## src/rtl/irq_router_pkg.sv

```systemverilog
package irq_router_pkg;

  localparam int MSG_AW = 32;
  localparam int MSG_DW = 32;
  localparam int MSG_WORD_W = MSG_AW + MSG_DW;

  // Message word layout: address in the upper half, data in the lower half.
  typedef struct packed {
    logic [MSG_AW-1:0] addr;
    logic [MSG_DW-1:0] data;
  } msg_word_t;

endpackage

```

## src/rtl/irq_chan_slice.sv

```systemverilog
module irq_chan_slice (
  input  logic clk,
  input  logic rst,
  input  logic ch_event,
  input  logic ch_enable,
  input  logic glb_en,
  input  logic level_mode,
  input  logic msg_en,
  input  logic clr_hit,
  output logic status_q,
  output logic msg_evt,
  output logic line_drive
);

  logic line_ok;
  logic pulse_q;

  // A channel may drive a wire only when it is live and not sending messages.
  assign line_ok = ch_enable & glb_en & ~msg_en;
  assign msg_evt = ch_event & ch_enable & glb_en & msg_en;

  always_ff @(posedge clk) begin
    if (rst) begin
      status_q <= 1'b0;
      pulse_q  <= 1'b0;
    end else begin
      pulse_q <= line_ok & ch_event & ~level_mode;
      if (!line_ok) begin
        status_q <= 1'b0;
      end else if (ch_event && level_mode) begin
        status_q <= 1'b1;
      end else if (clr_hit) begin
        status_q <= 1'b0;
      end
    end
  end

  assign line_drive = line_ok & (level_mode ? status_q : pulse_q);

endmodule

```

## src/rtl/irq_line_mux.sv

```systemverilog
module irq_line_mux #(
  parameter int NUM_CH    = 3,
  parameter int NUM_LINES = 16,
  parameter int PIT_LINE  = 0,
  parameter int RTC_LINE  = 8,
  localparam int ROUTE_W  = $clog2(NUM_LINES)
) (
  input  logic [NUM_CH-1:0]         drive,
  input  logic [NUM_CH*ROUTE_W-1:0] route,
  input  logic                      legacy_en,
  input  logic                      pit_q,
  input  logic                      rtc_q,
  output logic [NUM_LINES-1:0]      line_next
);

  localparam logic [ROUTE_W-1:0] PIT_IDX = ROUTE_W'(PIT_LINE);
  localparam logic [ROUTE_W-1:0] RTC_IDX = ROUTE_W'(RTC_LINE);

  logic [ROUTE_W-1:0] tgt [NUM_CH];

  for (genvar c = 0; c < NUM_CH; c++) begin : g_tgt
    if (c == 0) begin : g_pit_slot
      assign tgt[c] = legacy_en ? PIT_IDX : route[c*ROUTE_W +: ROUTE_W];
    end else if (c == 1) begin : g_rtc_slot
      assign tgt[c] = legacy_en ? RTC_IDX : route[c*ROUTE_W +: ROUTE_W];
    end else begin : g_plain
      assign tgt[c] = route[c*ROUTE_W +: ROUTE_W];
    end
  end

  always_comb begin
    line_next = '0;
    for (int c = 0; c < NUM_CH; c++) begin
      if (drive[c]) begin
        line_next[tgt[c]] = 1'b1;
      end
    end
    if (!legacy_en) begin
      line_next[PIT_IDX] = line_next[PIT_IDX] | pit_q;
      line_next[RTC_IDX] = line_next[RTC_IDX] | rtc_q;
    end
  end

endmodule

```

## src/rtl/irq_legacy_ctl.sv

```systemverilog
module irq_legacy_ctl (
  input  logic clk,
  input  logic rst,
  input  logic legacy_en,
  input  logic pit_irq_in,
  input  logic rtc_irq_in,
  output logic pit_q,
  output logic rtc_q,
  output logic pit_enable
);

  // The clock level is kept whatever the mode, so leaving legacy mode
  // shows the current level again at once.
  always_ff @(posedge clk) begin
    if (rst) begin
      pit_q      <= 1'b0;
      rtc_q      <= 1'b0;
      pit_enable <= 1'b1;
    end else begin
      pit_q      <= pit_irq_in;
      rtc_q      <= rtc_irq_in;
      pit_enable <= ~legacy_en;
    end
  end

endmodule

```

## src/rtl/irq_msg_arb.sv

```systemverilog
module irq_msg_arb
  import irq_router_pkg::*;
#(
  parameter int NUM_CH = 3
) (
  input  logic                         clk,
  input  logic                         rst,
  input  logic [NUM_CH-1:0]            msg_evt,
  input  logic [NUM_CH*MSG_WORD_W-1:0] words,
  input  logic                         msg_ack,
  output logic                         msg_req,
  output logic [MSG_AW-1:0]            msg_addr,
  output logic [MSG_DW-1:0]            msg_data
);

  localparam int IDX_W = (NUM_CH > 1) ? $clog2(NUM_CH) : 1;

  msg_word_t         word_arr [NUM_CH];
  logic [NUM_CH-1:0] pend_q;
  logic [NUM_CH-1:0] grant;
  logic [IDX_W-1:0]  pick_idx;
  logic              any_pend;
  logic              slot_free;

  for (genvar c = 0; c < NUM_CH; c++) begin : g_words
    assign word_arr[c] = words[c*MSG_WORD_W +: MSG_WORD_W];
  end

  // Lowest pending index wins.
  always_comb begin
    pick_idx = '0;
    any_pend = 1'b0;
    for (int c = NUM_CH - 1; c >= 0; c--) begin
      if (pend_q[c]) begin
        pick_idx = IDX_W'(c);
        any_pend = 1'b1;
      end
    end
    slot_free = ~msg_req | msg_ack;
    grant = '0;
    if (slot_free && any_pend) begin
      grant[pick_idx] = 1'b1;
    end
  end

  always_ff @(posedge clk) begin
    if (rst) begin
      pend_q   <= '0;
      msg_req  <= 1'b0;
      msg_addr <= '0;
      msg_data <= '0;
    end else begin
      pend_q <= (pend_q & ~grant) | msg_evt;
      if (slot_free) begin
        msg_req <= any_pend;
        if (any_pend) begin
          msg_addr <= word_arr[pick_idx].addr;
          msg_data <= word_arr[pick_idx].data;
        end
      end
    end
  end

endmodule

```

## src/rtl/timer_irq_router.sv

```systemverilog
module timer_irq_router
  import irq_router_pkg::*;
#(
  parameter int NUM_CH    = 3,
  parameter int NUM_LINES = 16,
  parameter int PIT_LINE  = 0,
  parameter int RTC_LINE  = 8,
  localparam int ROUTE_W  = $clog2(NUM_LINES)
) (
  input  logic                         clk,
  input  logic                         rst,
  input  logic                         glb_en,
  input  logic                         legacy_en,
  input  logic [NUM_CH-1:0]            ch_enable,
  input  logic [NUM_CH-1:0]            ch_level,
  input  logic [NUM_CH-1:0]            ch_msg_en,
  input  logic [NUM_CH*ROUTE_W-1:0]    ch_route,
  input  logic [NUM_CH*MSG_WORD_W-1:0] ch_msg_word,
  input  logic [NUM_CH-1:0]            ch_event,
  input  logic                         sts_clr_valid,
  input  logic [NUM_CH-1:0]            sts_clr_mask,
  input  logic                         pit_irq_in,
  input  logic                         rtc_irq_in,
  input  logic                         msg_ack,
  output logic [NUM_LINES-1:0]         irq_lines,
  output logic [NUM_CH-1:0]            int_status,
  output logic                         pit_enable,
  output logic                         msg_req,
  output logic [MSG_AW-1:0]            msg_addr,
  output logic [MSG_DW-1:0]            msg_data
);

  logic [NUM_CH-1:0]    drive;
  logic [NUM_CH-1:0]    msg_evt;
  logic [NUM_LINES-1:0] line_next;
  logic                 pit_q;
  logic                 rtc_q;

  for (genvar c = 0; c < NUM_CH; c++) begin : g_ch
    irq_chan_slice u_slice (
      .clk       (clk),
      .rst       (rst),
      .ch_event  (ch_event[c]),
      .ch_enable (ch_enable[c]),
      .glb_en    (glb_en),
      .level_mode(ch_level[c]),
      .msg_en    (ch_msg_en[c]),
      .clr_hit   (sts_clr_valid & sts_clr_mask[c]),
      .status_q  (int_status[c]),
      .msg_evt   (msg_evt[c]),
      .line_drive(drive[c])
    );
  end

  irq_legacy_ctl u_legacy (
    .clk       (clk),
    .rst       (rst),
    .legacy_en (legacy_en),
    .pit_irq_in(pit_irq_in),
    .rtc_irq_in(rtc_irq_in),
    .pit_q     (pit_q),
    .rtc_q     (rtc_q),
    .pit_enable(pit_enable)
  );

  irq_line_mux #(
    .NUM_CH   (NUM_CH),
    .NUM_LINES(NUM_LINES),
    .PIT_LINE (PIT_LINE),
    .RTC_LINE (RTC_LINE)
  ) u_mux (
    .drive    (drive),
    .route    (ch_route),
    .legacy_en(legacy_en),
    .pit_q    (pit_q),
    .rtc_q    (rtc_q),
    .line_next(line_next)
  );

  irq_msg_arb #(
    .NUM_CH(NUM_CH)
  ) u_arb (
    .clk     (clk),
    .rst     (rst),
    .msg_evt (msg_evt),
    .words   (ch_msg_word),
    .msg_ack (msg_ack),
    .msg_req (msg_req),
    .msg_addr(msg_addr),
    .msg_data(msg_data)
  );

  always_ff @(posedge clk) begin
    if (rst) begin
      irq_lines <= '0;
    end else begin
      irq_lines <= line_next;
    end
  end

endmodule

```

## config.mk

```make
export PLATFORM = sky130hd
export DESIGN_NAME = timer_irq_router
export DESIGN_NICKNAME = d
export VERILOG_FILES = /design/src/rtl/irq_router_pkg.sv /design/src/rtl/irq_chan_slice.sv /design/src/rtl/irq_line_mux.sv /design/src/rtl/irq_legacy_ctl.sv /design/src/rtl/irq_msg_arb.sv /design/src/rtl/timer_irq_router.sv
export SDC_FILE = /design/constraint.sdc
export NUM_CORES = 1
export LEC_CHECK = 0
export ABC_AREA = 1
export BUFFER_PORTS_ARGS = -buffer_cell sky130_fd_sc_hd__buf_2
export CORE_AREA = 2 2 120 122
export DETAILED_ROUTE_END_ITERATION = 10
export DIE_AREA = 0 0 122 124
export GPL_ROUTABILITY_DRIVEN = 0
export PLACE_DENSITY = 0.82
export SYNTH_ARGS = -nofsm -noshare
export SYNTH_HDL_FRONTEND = slang
export SYNTH_SLANG_ARGS = --single-unit
```

## constraint.sdc

```tcl
create_clock -name clk -period 1.8 [get_ports clk]
set_input_delay 0.09 -clock clk [delete_from_list [all_inputs] [get_ports clk]]
set_output_delay 0.09 -clock clk [all_outputs]
set_load 0.005 [all_outputs]
```

After elaboration in Yosys (flattened, before gate mapping)
Cells that the tools add are included.
{"block": "op_classes", "n_reduce_logical": 15, "magnitude_cmp": 9, "muxes": 34, "n_bitwise": 47}
{"op": "$bmux W64 S2", "n": 1}
{"op": "$mux W64", "n": 2}
{"op": "$mux W16", "n": 3}
{"op": "$or A16 B16 Y16", "n": 2}
{"op": "$and A1 B1 Y1", "n": 27}
{"op": "$mux W1", "n": 18}
{"op": "$lt A4 B5 Y1 const B", "n": 3}
{"op": "$demux W1 S4", "n": 3}
{"op": "$ge A4 B1 Y1 const B", "n": 3}
{"op": "$not A1 Y1", "n": 11}
{"op": "$logic_and A1 B1 Y1", "n": 8}
{"op": "$mux W4", "n": 2}
{"op": "$mux W2", "n": 3}
{"op": "$reduce_bool A2 Y1", "n": 3}
{"op": "$reduce_or A2 Y1", "n": 3}
{"op": "$and A3 B3 Y3", "n": 1}
{"op": "$ge A3 B3 Y1 const B", "n": 1}
{"op": "$lt A2 B3 Y1 const B", "n": 1}
{"op": "$mux W3", "n": 1}
{"op": "$not A2 Y3", "n": 1}
{"op": "$not A3 Y3", "n": 1}
{"op": "$or A1 B1 Y1", "n": 3}
{"op": "$or A3 B3 Y3", "n": 1}
{"op": "$demux W1 S2", "n": 1}
{"op": "2 further kinds", "n": 2}
{"block": "totals", "reg_bits": 93, "wordCells": 119}

Depth between registers and ports, before layout
{"block": "depth", "word_depth": 12, "ltp_mapped": 9, "depth_no_buf": 9}

Cells and area by module
A second synthesis with hierarchy kept.
{"block": "hier_totals", "cells_unflattened": 1166, "area_unflattened_um2": 6423.7}
{"mod": "irq_msg_arb", "cells_per_inst": 906, "area_each_um2": 4854.7, "seq_area_each_um2": 1361.3, "n_inst": 1}
{"mod": "irq_line_mux", "cells_per_inst": 129, "area_each_um2": 606.8, "seq_area_each_um2": 0.0, "n_inst": 1}
{"mod": "timer_irq_router", "cells_per_inst": 56, "area_each_um2": 496.7, "seq_area_each_um2": 320.3, "n_inst": 1}
{"mod": "irq_chan_slice", "cells_per_inst": 22, "area_each_um2": 127.6, "seq_area_each_um2": 40.0, "n_inst": 3}
{"mod": "irq_legacy_ctl", "cells_per_inst": 9, "area_each_um2": 82.6, "seq_area_each_um2": 60.1, "n_inst": 1}

Worst setup path before layout
Ideal clock, no wire load.
{"block": "synth_timing", "kind": "register -> register", "startpoint": "register u_arb.pend_q[1]", "endpoint": "register u_arb.msg_data[21]", "stages_incl_launch_ff": 8, "path_slack_ns": 0.675, "arrival_time_ns": 1.005, "required_time_ns": 1.680, "path_cell_list": "dfxtp_1 > nor2_1 > nand2_1 > o21ai_2 > inv_2 > clkbuf_2 > o21ai_0 > a21oi_1"}
{"block": "synth_via", "elab_chain_cells": 6, "word_cells_on_any_way": 9, "classes_between": "mux: 7; bitwise: 1; reduce/logical: 1"}
{"element": "from (decl)", "line": "irq_msg_arb.sv:19", "text": "logic [NUM_CH-1:0] pend_q;"}
{"element": "from (signal assigned)", "line": "irq_msg_arb.sv:53", "text": "pend_q <= (pend_q & ~grant) | msg_evt;"}
{"element": "$mux W2 (2 in series)", "line": "irq_msg_arb.sv:34", "text": "if (pend_q[c]) begin"}
{"element": "$not A2 Y3 (implied by the code)", "line": "irq_msg_arb.sv:58", "text": "msg_data <= word_arr[pick_idx].data;"}
{"element": "$bmux W64 S2", "line": "irq_msg_arb.sv:58"}
{"element": "$mux W64 (2 in series)"}
{"element": "to (signal assigned)", "line": "irq_msg_arb.sv:58"}
{"element": "to (decl)", "line": "irq_msg_arb.sv:13", "text": "output logic [MSG_DW-1:0] msg_data"}
Several ways; a longest one is shown, not always the timed one. The select of a mux whose other input is x is not followed.
A chain may end at the register's enable or synchronous reset.

Worst setup path in the final report
{"block": "layout_timing", "startpoint": "register u_arb.pend_q[1]", "endpoint": "register u_arb.msg_addr[22]"}
{"block": "layout_via", "elab_chain_cells": 6, "word_cells_on_any_way": 9, "classes_between": "mux: 7; bitwise: 1; reduce/logical: 1"}
{"element": "$mux W2 (2 in series)", "line": "irq_msg_arb.sv:34"}
{"element": "$not A2 Y3 (implied by the code)", "line": "irq_msg_arb.sv:57", "text": "msg_addr <= word_arr[pick_idx].addr;"}
{"element": "$bmux W64 S2", "line": "irq_msg_arb.sv:57"}
{"element": "$mux W64 (implied by the code) (2 in series)", "line": "irq_msg_arb.sv:57"}
{"element": "to (signal assigned)", "line": "irq_msg_arb.sv:57"}
{"element": "to (decl)", "line": "irq_msg_arb.sv:12", "text": "output logic [MSG_AW-1:0] msg_addr,"}
Several ways; a longest one is shown, not always the timed one. The select of a mux whose other input is x is not followed.

==> impl_metrics.tcl <==
set metrics [dict create \
    antenna_found_initial 0 \
    synth_area_um2 5140 \
    area_growth_pct 40.9 \
    met3_usage 0.0504 \
    num_rows 43 \
    die_area_um2 15100 \
    ys_ff_latch 93 \
    via_per_inst 5.05 \
    die_w_um 122 \
    irDropWorstVdd_v 0.000506 \
    dp_hpwl_um 13100 \
    cts_setup_buffers 0 \
    die_y_um 124 \
    ctsResizeCount 0 \
    port_buffers 311 \
    use_met1 0.262 \
    ys_dominant_reg_cell "dfxtp_1" \
    critPathMaxFanout 51 \
    nNetsFinal 1288 \
    ios 312 \
    arrival_ns 1.91 \
    finalWirelength_um 17500 \
    crit_path_end_kind "flip-flop" \
    grt.met2_usage 0.370 \
    grt_pass1_vias 5446 \
    synthArstFlopShare 0 \
    pwr_density_cell_nw_per_um2 745 \
    num_antenna_cells 0 \
    status "finished, final reports clean" \
    synthTopCellsByArea "dfxtp_1 (36%), a21oi_1 (13%), nand2_1 (11%), o211ai_1 (9.3%), inv_1 (7.0%)" \
    finalSetupViolations 0 \
    crit_required_ns 2.03 \
    grt.overflow.total 0 \
    crit_type "reg -> reg" \
    syn_inst 771 \
    synth.most_common_cell "nand2_1" \
    fin_crit_sh 0.934 \
    setup_tns_ns 0 \
    start_util 0.375 \
    synth_fp_nets 998 \
    clockRootBuffer "clkbuf_16" \
    top_usage_layer "met2" \
    startpoint_type "flip-flop" \
    period_needed_ns 1.68 \
    synth_commonest_cells "nand2_1 (148), a21oi_1 (133), inv_1 (96)" \
    syn_avg_cell_area_um2 6.67 \
    yosysTopAreaCell "dfxtp_1" \
    track_usage 0.216 \
    synth.distinct_cells 22 \
    path_clk_slew_ns 0.07 \
    htreeDepth 3 \
    synth_edf_count 0 \
    yosys.area.top_type_share 0.362 \
    slew_headroom 0.675 \
    final_util 0.528 \
    ys_seq_area_frac 0.362 \
    layout-drive-gt1-share 0.331 \
    holdWs_ns 0.0163 \
    grt_max_degree 69 \
    drv_slew 0 \
    finalHoldViolations 0 \
    cts_sinks 93 \
    tritoncts.num_buffers 9 \
    skew_ns 0.00782 \
    synth_warnings 0 \
    fill_cells 1357 \
    power.leakage_nw 4.03 \
    rsz0062_at_grt "false" \
    drt_iter0_drc 423 \
    clockBufferDepth 2 \
    dr.pass1.iters 5 \
    core-area_um2 13700 \
    routedWlPerCell_um 14.0 \
    max_freq_ghz 0.595 \
    grt_pass1_wl_um 25800 \
    postLayoutCellArea_um2 7250 \
    post-route-drc-count 0 \
    hold_class "in -> reg" \
    tightest_slew_ns 0.483 \
    insertion_delay_ns 0.35 \
    dpl_cell_area_um2 6780 \
    vias 6296 \
    tritoncts "built" \
    cap_violations 0 \
    ant_nets 0 \
]
area by class of cell:
| type | count | area [um2] | share of cell area |
|---|---|---|---|
| Timing Repair Buffer | 334 | 1820 | 0.251 |
| Multi-Input combinational cell | 522 | 2610 | 0.360 |
| Clock buffer | 10 | 239 | 0.0330 |
| Tap cell | 180 | 225 | 0.0311 |
| Clock inverter | 6 | 110 | 0.0152 |
| Sequential cell | 93 | 1860 | 0.257 |
| Inverter | 101 | 379 | 0.0523 |
through the flow:
| step | std cells | setup slack (ns) | power, mW |
|---|---|---|---|
| 6_report | 1246 | 0.120 | 5.40 |
| 3_3_place_gp | 1218 | 0.273 | 3.19 |
| 3_5_place_dp | 1218 | 0.155 | 3.20 |
| 2_1_floorplan | 771 | 0.675 | 2.72 |
| 4_1_cts | 1246 | 0.137 | 5.43 |
| 5_1_grt | 1246 | 0.0136 | 5.62 |
power by group:
group / switching (mW) / leakage (nW) / total, mW / internal [mW]
combinational: 0.508 / 3.11 / 0.955 / 0.447
sequential: 0.0575 / 0.758 / 2.23 / 2.17
clock: 0.825 / 0.165 / 2.22 / 1.39
total: 1.39 / 4.03 / 5.40 / 4.01
cells by family (layout without fill, tap and decap cells):
logic type / Yosys count / in the layout / share of synthesized area
flip-flops: 93 / 93 / 0.362
AO/OA/AOI/OAI: 269 / 269 / 0.295
buffers and inverters: 156 / 451 / 0.134
AND/OR/NAND/NOR: 253 / 253 / 0.209
layout by cell type (no fill, tap or decap), types with 28 or more instances in the layout:
cell	instances
o211ai_1	64
inv_1	95
nand4_1	28
o21ai_0	58
buf_2	311
nand2_1	146
dfxtp_1	93
a21oi_1	133
nor2_1	54
final timing paths:
path              slack [ns]        startpoint            endpoint  depth (start not counted)
setup / recovery        0.12   u_arb.pend_q[1]  u_arb.msg_addr[22]                          7
hold reg to reg         0.51   u_arb.pend_q[0]     u_arb.pend_q[0]                          2
setup reg to reg        0.12   u_arb.pend_q[1]  u_arb.msg_addr[22]                          7
hold / removal          0.02  ch_msg_word[131]   u_arb.msg_data[3]                          3
per-layer routing:
metal	wire (um)	vias up
li1	-	3177
met1	7050	2780
met4	362	0
met5	0	-
met3	1560	29
met2	8510	310
critical path, stage by stage (launching register included):
cell and delay, ns:
dfxtp_1 0.35, nor2_1 0.17, nand2_1 0.13, o21ai_4 0.19, inv_2 0.21, buf_12 0.22, o21ai_0 0.19, a21oi_1 0.06
state kept, by name, indices dropped and copies added, names as in the netlist:
signal                 flops
u_legacy.pit_enable        1
irq_lines                 16
u_arb.msg_req              1
u_legacy.rtc_q             1
g_ch.u_slice.pulse_q       3
u_arb.pend_q               3
u_legacy.pit_q             1
g_ch.u_slice.status_q      3
u_arb.msg_data            32
u_arb.msg_addr            32
what timing repair did:
| action | CTS | global route |
|---|---|---|
| hold buffers | 12 | 0 |
| setup endpoints to repair | 0 | 0 |
| endpoints found under the hold margin | 9 | 0 |
No activity file was read; power rests on OpenSTA's default activity.
